## src/rtl/ir_carrier_gen.sv

```systemverilog
module ir_carrier_gen #(
  parameter int SEL_W = 4,
  parameter int LEN_W = 6,
  parameter int PRE_W = 14
) (
  input  logic             clk,
  input  logic             rst_n,
  input  logic             run,
  input  logic [SEL_W-1:0] div_sel,
  input  logic [LEN_W-1:0] high_len,
  input  logic [LEN_W-1:0] low_len,
  output logic             carrier,
  output logic             tick
);
  localparam logic [SEL_W-1:0] RSVD = {SEL_W{1'b1}};

  logic [PRE_W-1:0] pre_cnt;
  logic [PRE_W-1:0] mask;
  logic [SEL_W-1:0] sel_eff;
  logic [LEN_W-1:0] ph_cnt;
  logic [LEN_W-1:0] ph_lim;
  logic             in_low;

  assign sel_eff = (div_sel == RSVD) ? '0 : div_sel;
  assign mask    = PRE_W'((1 << sel_eff) - 1);
  assign tick    = run && ((pre_cnt & mask) == mask);
  assign ph_lim  = in_low ? low_len : high_len;
  assign carrier = run && !in_low;

  always_ff @(posedge clk or negedge rst_n) begin
    if (!rst_n)
      pre_cnt <= '0;
    else if (!run)
      pre_cnt <= '0;
    else
      pre_cnt <= pre_cnt + 1'b1;
  end

  always_ff @(posedge clk or negedge rst_n) begin
    if (!rst_n) begin
      ph_cnt <= '0;
      in_low <= 1'b0;
    end else if (!run) begin
      ph_cnt <= '0;
      in_low <= 1'b0;
    end else if (tick) begin
      if (ph_cnt == ph_lim) begin
        ph_cnt <= '0;
        in_low <= !in_low;
      end else begin
        ph_cnt <= ph_cnt + 1'b1;
      end
    end
  end
endmodule

```

## config.mk

```make
export PLATFORM = sky130hd
export DESIGN_NAME = ir_carrier_gen
export DESIGN_NICKNAME = d
export VERILOG_FILES = /design/src/rtl/ir_carrier_gen.sv
export SDC_FILE = /design/constraint.sdc
export NUM_CORES = 1
export LEC_CHECK = 0
export BUFFER_PORTS_ARGS = -buffer_cell sky130_fd_sc_hd__buf_2
export CORE_MARGIN = 5
export CORE_UTILIZATION = 25
export CTS_CLUSTER_DIAMETER = 40
export DETAILED_ROUTE_END_ITERATION = 8
export PLACE_DENSITY = 0.42
export RECOVER_POWER = 25
export SLEW_MARGIN = 10
export SYNTH_ARGS = -nofsm -noshare
export SYNTH_HDL_FRONTEND = slang
export SYNTH_SLANG_ARGS = --single-unit
```

## constraint.sdc

```tcl
create_clock -name clk -period 2.7 [get_ports clk]
set_input_delay 0.135 -clock clk [delete_from_list [all_inputs] [get_ports clk]]
set_output_delay 0.135 -clock clk [all_outputs]
set_load 0.05 [all_outputs]
```

==> run metrics, run 1 <==
status finished clean; min Tclk post-route between 2 and 2.5 ns; Final Setup Violations 0; CTS root buf clkbuf_8; Syn Area/Cell a little under 9 um^2; H-tree depth 1; number of synthesized flops with an enable pin 0; initial antenna violation count 0; Max Fclk 405.5 MHz; DRT iter0 DRCs between 90 and 100; core area ~6300 um^2; worst path cell trace buf_2 > buf_4 > nor3_1 > nand2_1 > ha_1 > buf_4 > nand2b_1 > nor3_1 > a311oi_2 > nand4_2 > buf_4 > nor4_4 > buf_4; Top FF cell, synth dfrtp_1; DP Wirelength about 3.1 mm; Static Leak between 0.0007 and 0.0008 uW; Post-Route Utilization 0.3054; wire length per cell ~14 um; GRT Util Overall 0.1023; Crit path required time 2.57 ns; synthesis warning total 0; DIE HEIGHT roughly 90 um; Via-to-Cell Ratio around 4.9; critical path peak fanout 8; clock latency on the worst-skew pair roughly 0.26 ns; Worst path most repeated cell buf_4; clock transition at the registers of the reported paths 0.08 ns; final hold vios 0; FF+latch count, synth 21; Overflow after GRT 0; maximum vdd ir drop ~0.14 mV; most frequent cells in the layout nor2_1, dfrtp_1, buf_2, nand2_1, buf_4; Ant. Diodes 0; Ports 21; TNS Setup 0 ns; final worst-path cycle share 0.9133; number of CTS-inserted buffers 3; Die Width roughly 90 um; dpl cells about 290; Fin Clk Skew around 0.0063 ns; worst min path class in -> reg; Slowest-stage cell, CP nor3_1; vias in the first global route around 1500; RSZ-0062 raised after global routing no; fin cells a little under 300; Buffers & Inverters on Critical Path 5; CTS tree built; clock buffer depth 2; Worst Setup Path Type in -> out; Clock Sinks 21; critical path arrival approximately 2.3 ns; FILL cells approximately 700; Slew Limit Fails 0; largest net degree at the start of global routing 22; drc violations 0; # Post-CTS Setup Buffers 0; Synth cell types 48; Netlist Area Pre-Place 1610 um^2; commonest non-fill, non-tap cell in the layout nor2_1; Total Wirelength 4.007 mm; Port Buffers 20; die area between 8000 and 9000 um^2; ratio of cells with drive above 1 in the final layout 0.2000; Max stage delay on crit path around 0.24 ns; placer congestion estimate between 0.8 and 0.9; Critical Path End Type output pin; Layout area overhead 19.74%; Layout Nets around 240; FP Rows 29; Final ANT Viol Nets 0; # Max-Cap Violations 0; delay-heaviest family, CP simple AND/OR/NAND/NOR gates; DR vias around 1400; Synthesized Nets slightly above 200; sequential share of the synthesized area 0.3263; Rel. slew slack 0.1741; Synth Instances ~180; Post-synth ARST share 1.000; Initial Utilization 0.2551; startpoint types input port; PwrDens 349.2 nW/um^2; Worst-Margin Slew approximately 1.2 ns; drt pass-1 iters 4; first-pass GRT wire length between 7 and 8 mm
==> state kept, by name, summed over array words and instances (netlist names) <==
name,cells
in_low,1
ph_cnt,6
pre_cnt,14
==> path summary, 6_finish.rpt <==
path	startpoint	to	slack [ns]	depth (start not counted)
setup / recovery	div_sel[2]	tick	0.23	13
hold / removal	run	pre_cnt[1]$_DFF_PN0_	0.19	2
setup reg to reg	in_low$_DFFE_PN0P_	in_low$_DFFE_PN0P_	0.30	7
hold reg to reg	pre_cnt[0]$_DFF_PN0_	pre_cnt[0]$_DFF_PN0_	0.50	1
max in group asynchronous	rst_n	pre_cnt[0]$_DFF_PN0_	1.32	2
min in group asynchronous	rst_n	pre_cnt[2]$_DFF_PN0_	0.65	2
==> per-stage QoR <==
stage          worst slack, ns  instance area [um^2]  power [uW]  hold WS (ns)
3_3_place_gp           0.01851                  1872       466.7        0.1411
2_1_floorplan           0.1356                  1625       411.1       -0.1606
4_1_cts                 0.1592                  1927       685.2        0.1891
3_5_place_dp           0.01254                  1872       465.0        0.1443
5_1_grt               0.004312                  1928       714.5        0.1975
6_report                0.2340                  1928       673.2        0.1913
==> report_power, final <==
| part | total (uW) | internal (uW) | switching, uW |
|---|---|---|---|
| clock network | 215 | 105 | 110 |
| registers | 323 | 318 | 4.75 |
| logic | 136 | 58.0 | 77.8 |
| total | 673 | 481 | 192 |
==> kinds of logic after synthesis <==
group / after synthesis / share of synthesized area
AOI/OAI and AO/OA: 34 / 0.1507
xor gates and xnor gates: 19 / 0.1033
adders and majority gates: 4 / 0.03108
buffers and inverters: 10 / 0.03885
DFF: 21 / 0.3263
muxes: 7 / 0.04429
and+or+nand+nor: 89 / 0.3054
==> cell usage after synthesis (2+ instances only) <==
master     instances  area share
buf_2              2      0.0062
dfrtp_1           21        0.33
nor4b_1            2       0.011
and2_1             3       0.012
o31ai_1            4       0.019
a31oi_1            2      0.0078
nor4_1             3       0.012
clkbuf_1           2      0.0047
nand2_1           17       0.040
nand3_1           11       0.034
a21oi_1           11       0.034
nor3_1             5       0.016
nor3b_1            3       0.014
nand4_1            3       0.012
mux2i_1            6       0.037
o21ai_0            3      0.0093
and3_1             5       0.019
xor2_1             8       0.044
buf_6              2       0.014
nand3b_1           2      0.0093
nor2b_1            2      0.0078
xnor2_1           11       0.060
a2111oi_0          2       0.011
ha_1               4       0.031
nor2_1            23       0.054
inv_1              2      0.0047
o2bb2ai_1          3       0.016
buf_4              2      0.0093
==> layer usage <==
metal / track usage / vias up / wire length [um]
li1: - / 741 / -
met3: 0.01500 / 7 / 90
met2: 0.1610 / 18 / 1854
met1: 0.1411 / 674 / 2008
met5: 0 / - / 0
met4: 0.03846 / 0 / 53
==> final cells by class <==
class | instances | area (um^2) | share of cell area
Multi-Input combinational cell | 153 | 1037 | 0.5380
Timing Repair Buffer | 35 | 216.5 | 0.1123
Clock buffer | 4 | 45.04 | 0.02336
Tap cell | 77 | 96.34 | 0.04997
Inverter | 2 | 7.507 | 0.003894
Sequential cell | 21 | 525.5 | 0.2726
==> repair_timing <==
item | CTS | global route
endpoints found under the hold margin | 21 | 0
endpoints found under the setup margin | 0 | 1
hold buffers | 1 | 0
gates resized for setup | 0 | 2
(Power assumes the default switching activity.)
==> inputs of run 2 (changes only) <==
Settings changed: ABC_AREA set to 1.
==> run metrics, run 2 <==
worst min path class in -> reg; Crit path required time 2.57 ns (about the same); Max stage delay on crit path 0.25 ns (about the same); critical path arrival 2.24 ns (-0.09 ns); Synth cell types 34 (-29%); TNS Setup 0 ns (unchanged); Fin Clk Skew 0.002569 ns (-0.003746 ns); core area 6681 um^2 (+5.8%); vias in the first global route 1603 (+8.0%); FF+latch count, synth 21 (unchanged); Synthesized Nets 273 (+32%); Netlist Area Pre-Place 1695 um^2 (+5.3%); placer congestion estimate 0.8011 (-4.0%); CTS tree built; drc violations 0 (unchanged); Buffers & Inverters on Critical Path 4 (-1); Final ANT Viol Nets 0 (unchanged); # Max-Cap Violations 0 (unchanged); most frequent cells in the layout nand2_1, inv_1, nor2_1, nand3_1, dfrtp_1; status finished clean; first-pass GRT wire length 7.465 mm (+5.5%); Layout Nets 296 (+24%); Clock Sinks 21 (unchanged); number of flip-flops under the largest register name 14 (unchanged); number of synthesized flops with an enable pin 0 (unchanged); clock transition at the registers of the reported paths 0.08 ns (about the same); worst path cell trace buf_2 > ha_1 > nand3_2 > nand2_4 > nand3_2 > ha_1 > inv_1 > a21oi_2 > nand4_1 > nand3_1 > nand2_1 > inv_1 > nand2_1 > nor2_1 > nand2_1 > nor2_1 > clkbuf_4; Layout area overhead 14.54%; Largest regs pre_cnt (14), ph_cnt (6), in_low (1); Worst path most repeated cell nand2_1; Final Setup Violations 0 (unchanged); Ports 21 (unchanged); initial antenna violation count 0 (unchanged); maximum vdd ir drop 0.1574 mV (+10%); Syn Area/Cell 6.782 um^2 (-23%); main area contributors after synthesis dfrtp_1, nand2_1, inv_1; die area 8529 um^2 (+4.7%); Initial Utilization 0.2537 (-0.001308); Post-synth ARST share 1.000 (unchanged); Port Buffers 20 (unchanged); RSZ-0062 raised after global routing no; wire length per cell 12.06 um (-12%); Most flops, register pre_cnt; Ant. Diodes 0 (unchanged); CTS root buf clkbuf_8; Slowest-stage cell, CP clkbuf_4; largest net degree at the start of global routing 22 (unchanged); GRT Util Overall 0.1083 (+0.005973); min Tclk post-route 2.378 ns (-0.08778 ns); drt pass-1 iters 4 (unchanged); area fraction of the dominant cell type after synthesis 0.3100 (-0.01638); Die Width 92.35 um (+2.3%); FP Rows 30 (+3.4%); Worst Setup Path Type in -> out; delay-heaviest family, CP simple AND/OR/NAND/NOR gates; Static Leak 0.001028 uW (+30%); number of CTS-inserted buffers 3 (unchanged); DR vias 1618 (+12%); synth cell count leaders nand2_1, inv_1, nor2_1; Slew Limit Fails 0 (unchanged); Rel. slew slack 0.1567 (-0.01734); DRT iter0 DRCs 82 (-13%); commonest non-fill, non-tap cell in the layout nand2_1; Synth Instances 250 (+36%); startpoint types input port; Total Wirelength 4.244 mm (+5.9%); Critical Path End Type output pin; H-tree depth 1 (unchanged); PwrDens 341.5 nW/um^2 (-2.2%); clock latency on the worst-skew pair 0.26 ns (about the same); critical path peak fanout 10 (+2); post-synth top area cell dfrtp_1; clock buffer depth 2 (unchanged); Max Fclk 420.5 MHz (+3.7%); DIE HEIGHT 92.35 um (+2.3%); top-count cell post-synth nand2_1; synthesis warning total 0 (unchanged); Via-to-Cell Ratio 4.597 (-6.8%); final worst-path cycle share 0.8808 (-0.03251); ratio of cells with drive above 1 in the final layout 0.1691 (-0.03088); Overflow after GRT 0 (unchanged); DP Wirelength 3.415 mm (+11%); final hold vios 0 (unchanged); # Post-CTS Setup Buffers 0 (unchanged); Top FF cell, synth dfrtp_1; sequential share of the synthesized area 0.3100 (-0.01638); total power 663.2 uW (-1.5%); Worst-Margin Slew 1.265 ns (+0.02600 ns); FILL cells 766 (+9.0%)
## run 2: cell types whose count changed in the layout (fill, tap and decap cells not counted), moves of 5 or more
cell	delta
nand3_1	+10
buf_4	-14
nand4_1	+9
and3_1	-5
inv_1	+30
mux2i_1	-6
nand2_1	+54
xnor2_1	-8
## run 2: cell families (layout without fill, tap and decap cells)
group / Yosys count / after routing / synth area share
AO/OA/AOI/OAI: 20 / 20 / 0.06863
XOR/XNOR: 9 / 9 / 0.04650
adder cells (fa/ha/maj): 4 / 4 / 0.02952
buffers and inverters: 41 / 63 / 0.09594
flip-flops: 21 / 21 / 0.3100
AND/OR/NAND/NOR: 155 / 155 / 0.4495
## run 2: worst paths after layout
check | from | end | slack, ns | cells past startpoint
setup / recovery | div_sel[3] | tick | 0.32 | 17
hold / removal | run | pre_cnt[1]$_DFF_PN0_ | 0.22 | 3
setup reg to reg | in_low$_DFFE_PN0P_ | ph_cnt[0]$_DFFE_PN0P_ | 0.75 | 10
hold reg to reg | pre_cnt[11]$_DFF_PN0_ | pre_cnt[12]$_DFF_PN0_ | 0.46 | 1
max in group asynchronous | rst_n | ph_cnt[3]$_DFFE_PN0P_ | 1.28 | 2
min in group asynchronous | rst_n | pre_cnt[3]$_DFF_PN0_ | 0.67 | 2
## run 2: power by group
part	switching, uW	internal (uW)
combinational	89.9	46.8
sequential	3.33	318
clock	100	105
## run 2: tightest hold or removal path, stage by stage
cell and delay (ns):
buf_2 0.19, nand2_1 0.09, inv_1 0.03
## run 2: what timing repair did
item,4_1_cts,5_1_grt
gates resized for setup,0,2
hold endpoints to repair,21,0
hold buffers,1,0
endpoints found under the setup margin,0,1
## run 2: area by class of cell
type,instances,area (um^2),area share
Inverter,37,141.4,0.07281
Timing Repair Buffer,22,118.9,0.06121
Multi-Input combinational cell,188,1011,0.5206
Clock buffer,4,45.04,0.02320
Sequential cell,21,525.5,0.2706
Tap cell,80,100.1,0.05155
## run 2: through the flow
stage                     worst slack [ns]  cell area (um^2)  utilization  cells  hold WS, ns
after floorplan                     0.2814              1695            -    250      -0.1606
after global placement              0.2557              1882       0.2816    347       0.1486
after detailed placement            0.2261              1882       0.2816    347       0.1463
after CTS                           0.2164              1937       0.2899    352       0.2184
after global routing               0.04605              1942       0.2906    352       0.2338
final                               0.3218              1942       0.2906    352       0.2219
## run 2: per-layer routing
metal / track usage / share of wire
met1: 0.1341 / 0.48
met2: 0.1885 / 0.49
met4: 0.03960 / 0.0033
met5: 0 / 0
met3: 0.01706 / 0.028
==> inputs of run 3 (changes only) <==
Settings changed: GPL_ROUTABILITY_DRIVEN set to 0.
Clock period 2.7 ns to 2.6 ns, I/O delays scaled along.
==> run metrics, run 3 (synthesized netlist as in run 2, its figures left out) <==
Ports 21 (unchanged); number of CTS-inserted buffers 3 (unchanged); worst path cell trace buf_2 > ha_1 > nand3_2 > nand2_1 > nand3_2 > ha_1 > inv_1 > a21oi_2 > nand4_1 > nand3_1 > nand2_1 > inv_1 > nand2_1 > nor2_1 > nand2_1 > nor2_1 > buf_4; startpoint types input port; Via-to-Cell Ratio 4.577 (-0.43%); Largest regs pre_cnt (14), ph_cnt (6), in_low (1); Worst-Margin Slew 1.270 ns (+0.004719 ns); H-tree depth 1 (unchanged); worst min path class in -> reg; wire length per cell 12.26 um (+1.7%); maximum vdd ir drop 0.1429 mV (-9.2%); Static Leak 0.001028 uW (about the same); Slew Limit Fails 0 (unchanged); Die Width 92.35 um (unchanged); most frequent cells in the layout nand2_1, inv_1, nor2_1, nand3_1, dfrtp_1; largest net degree at the start of global routing 22 (unchanged); Critical Path End Type output pin; Most flops, register pre_cnt; number of flip-flops under the largest register name 14 (unchanged); Fin Clk Skew 0.003047 ns (+0.0004781 ns); Net Switching 204.0 uW (+5.4%); Comb pwr share 0.205 (about the same); Total Wirelength 4.317 mm (+1.7%); FILL cells 765 (-0.13%); Layout area overhead 14.54% (unchanged); final worst-path cycle share 0.9054; Int Power 487.7 uW (+3.8%); Layout Nets 296 (unchanged); Worst path most repeated cell nand2_1; Initial Utilization 0.2537 (unchanged); drt pass-1 iters 5 (+1); drc violations 0 (unchanged); critical path arrival 2.22 ns (-0.02 ns); Rel. slew slack 0.1536 (-0.003146); placed cell area 1882 um^2 (unchanged); CTS root buf clkbuf_8; sequential share of power 0.482 (-0.002); Overflow after GRT 0 (unchanged); DR vias 1611 (-0.43%); DRT iter0 DRCs 77 (-6.1%); Clk pwr share 0.313 (+0.004); CTS tree built; initial antenna violation count 0 (unchanged); Post-Route Utilization 0.2906 (unchanged); Final Setup Violations 0 (unchanged); critical path peak fanout 5 (-5); die area 8529 um^2 (unchanged); clock transition at the registers of the reported paths 0.08 ns (about the same); status finished clean; Clock Sinks 21 (unchanged); Design Area, Final 1942 um^2 (unchanged); Final ANT Viol Nets 0 (unchanged); clock latency on the worst-skew pair 0.26 ns (about the same); Worst Setup Path Type in -> out; switch share 0.2949 (+0.003173); # Max-Cap Violations 0 (unchanged); Max stage delay on crit path 0.23 ns (-0.02 ns); core area 6681 um^2 (unchanged); vias in the first global route 1609 (+0.37%); Slowest-stage cell, CP ha_1; Max Fclk approximately 420 MHz; clock buffer depth 2 (unchanged); Port Buffers 20 (unchanged); first-pass GRT wire length 7.500 mm (+0.47%); commonest non-fill, non-tap cell in the layout nand2_1; TNS Setup 0 ns (unchanged); DIE HEIGHT 92.35 um (unchanged); PwrDens 356.2 nW/um^2 (+4.3%); Ant. Diodes 0 (unchanged); final hold vios 0 (unchanged); Crit path required time 2.47 ns (-0.10 ns); min Tclk post-route 2.354 ns; DP Wirelength 3.427 mm (+0.36%); FP Rows 30 (unchanged); ratio of cells with drive above 1 in the final layout 0.1691 (unchanged); RSZ-0062 raised after global routing no; GRT Util Overall 0.1086 (+0.0003230); worst hold slack 0.2226 ns (+0.0007720 ns)
[run 3: cell count changes in the layout (fill, tap and decap cells not counted), sizes merged]
cell | previous run | this run
buf | 19 | 20
clkbuf | 6 | 5
[run 3: final cells by class]
| class | instances | area [um^2] | share of cell area |
|---|---|---|---|
| Multi-Input combinational cell | 188 | 1011 | 0.5206 |
| Tap cell | 80 | 100.1 | 0.05155 |
| Timing Repair Buffer | 22 | 118.9 | 0.06121 |
| Sequential cell | 21 | 525.5 | 0.2706 |
| Clock buffer | 4 | 45.04 | 0.02320 |
| Inverter | 37 | 141.4 | 0.07281 |
[run 3: worst max-delay path: cells and delay by family]
kind | cells | cell delay (ns)
and+or+nand+nor | 10 | 0.94
buffers and inverters | 4 | 0.54
adders and majority gates | 2 | 0.44
AOI/OAI and AO/OA | 1 | 0.16
[run 3: through the flow]
step	power, uW	std cells	setup WS, ns
floorplan	437.0	250	0.1914
global placement	483.2	347	0.1540
detailed placement	482.0	347	0.1561
CTS	706.9	352	0.1362
global route	743.7	352	0.01713
finish	691.7	352	0.2459
[run 3: metal layers]
metal | global-route usage | up-vias | share of wire
met2 | 0.1855 | 22 | 0.48
met5 | 0 | - | 0
met1 | 0.1365 | 735 | 0.48
met4 | 0.03837 | 0 | 0.013
li1 | - | 848 | -
met3 | 0.01950 | 6 | 0.031
[run 3: final timing paths]
check,start,to,slack [ns],depth (start not counted)
setup reg to reg,pre_cnt[2]$_DFF_PN0_,pre_cnt[13]$_DFF_PN0_,0.67,11
max in group asynchronous,rst_n,pre_cnt[3]$_DFF_PN0_,1.19,2
hold reg to reg,pre_cnt[11]$_DFF_PN0_,pre_cnt[12]$_DFF_PN0_,0.47,1
setup / recovery,div_sel[3],tick,0.25,17
min in group asynchronous,rst_n,pre_cnt[1]$_DFF_PN0_,0.66,2
hold / removal,run,pre_cnt[1]$_DFF_PN0_,0.22,3
[run 3: repair_timing]
item                                    CTS  global route
endpoints found under the hold margin    21             0
gates resized for setup                   0             3
setup buffers                             0             0
hold buffers                              1             0
endpoints found under the setup margin    0             1
[run 3: power by group through the flow]
stage	Combinational, uW	Clock [uW]	Sequential [uW]
global placement	143	0	340
finish	142	216	334
CTS	144	229	334
floorplan	98.0	0	339
detailed placement	142	0	340
global route	165	245	334
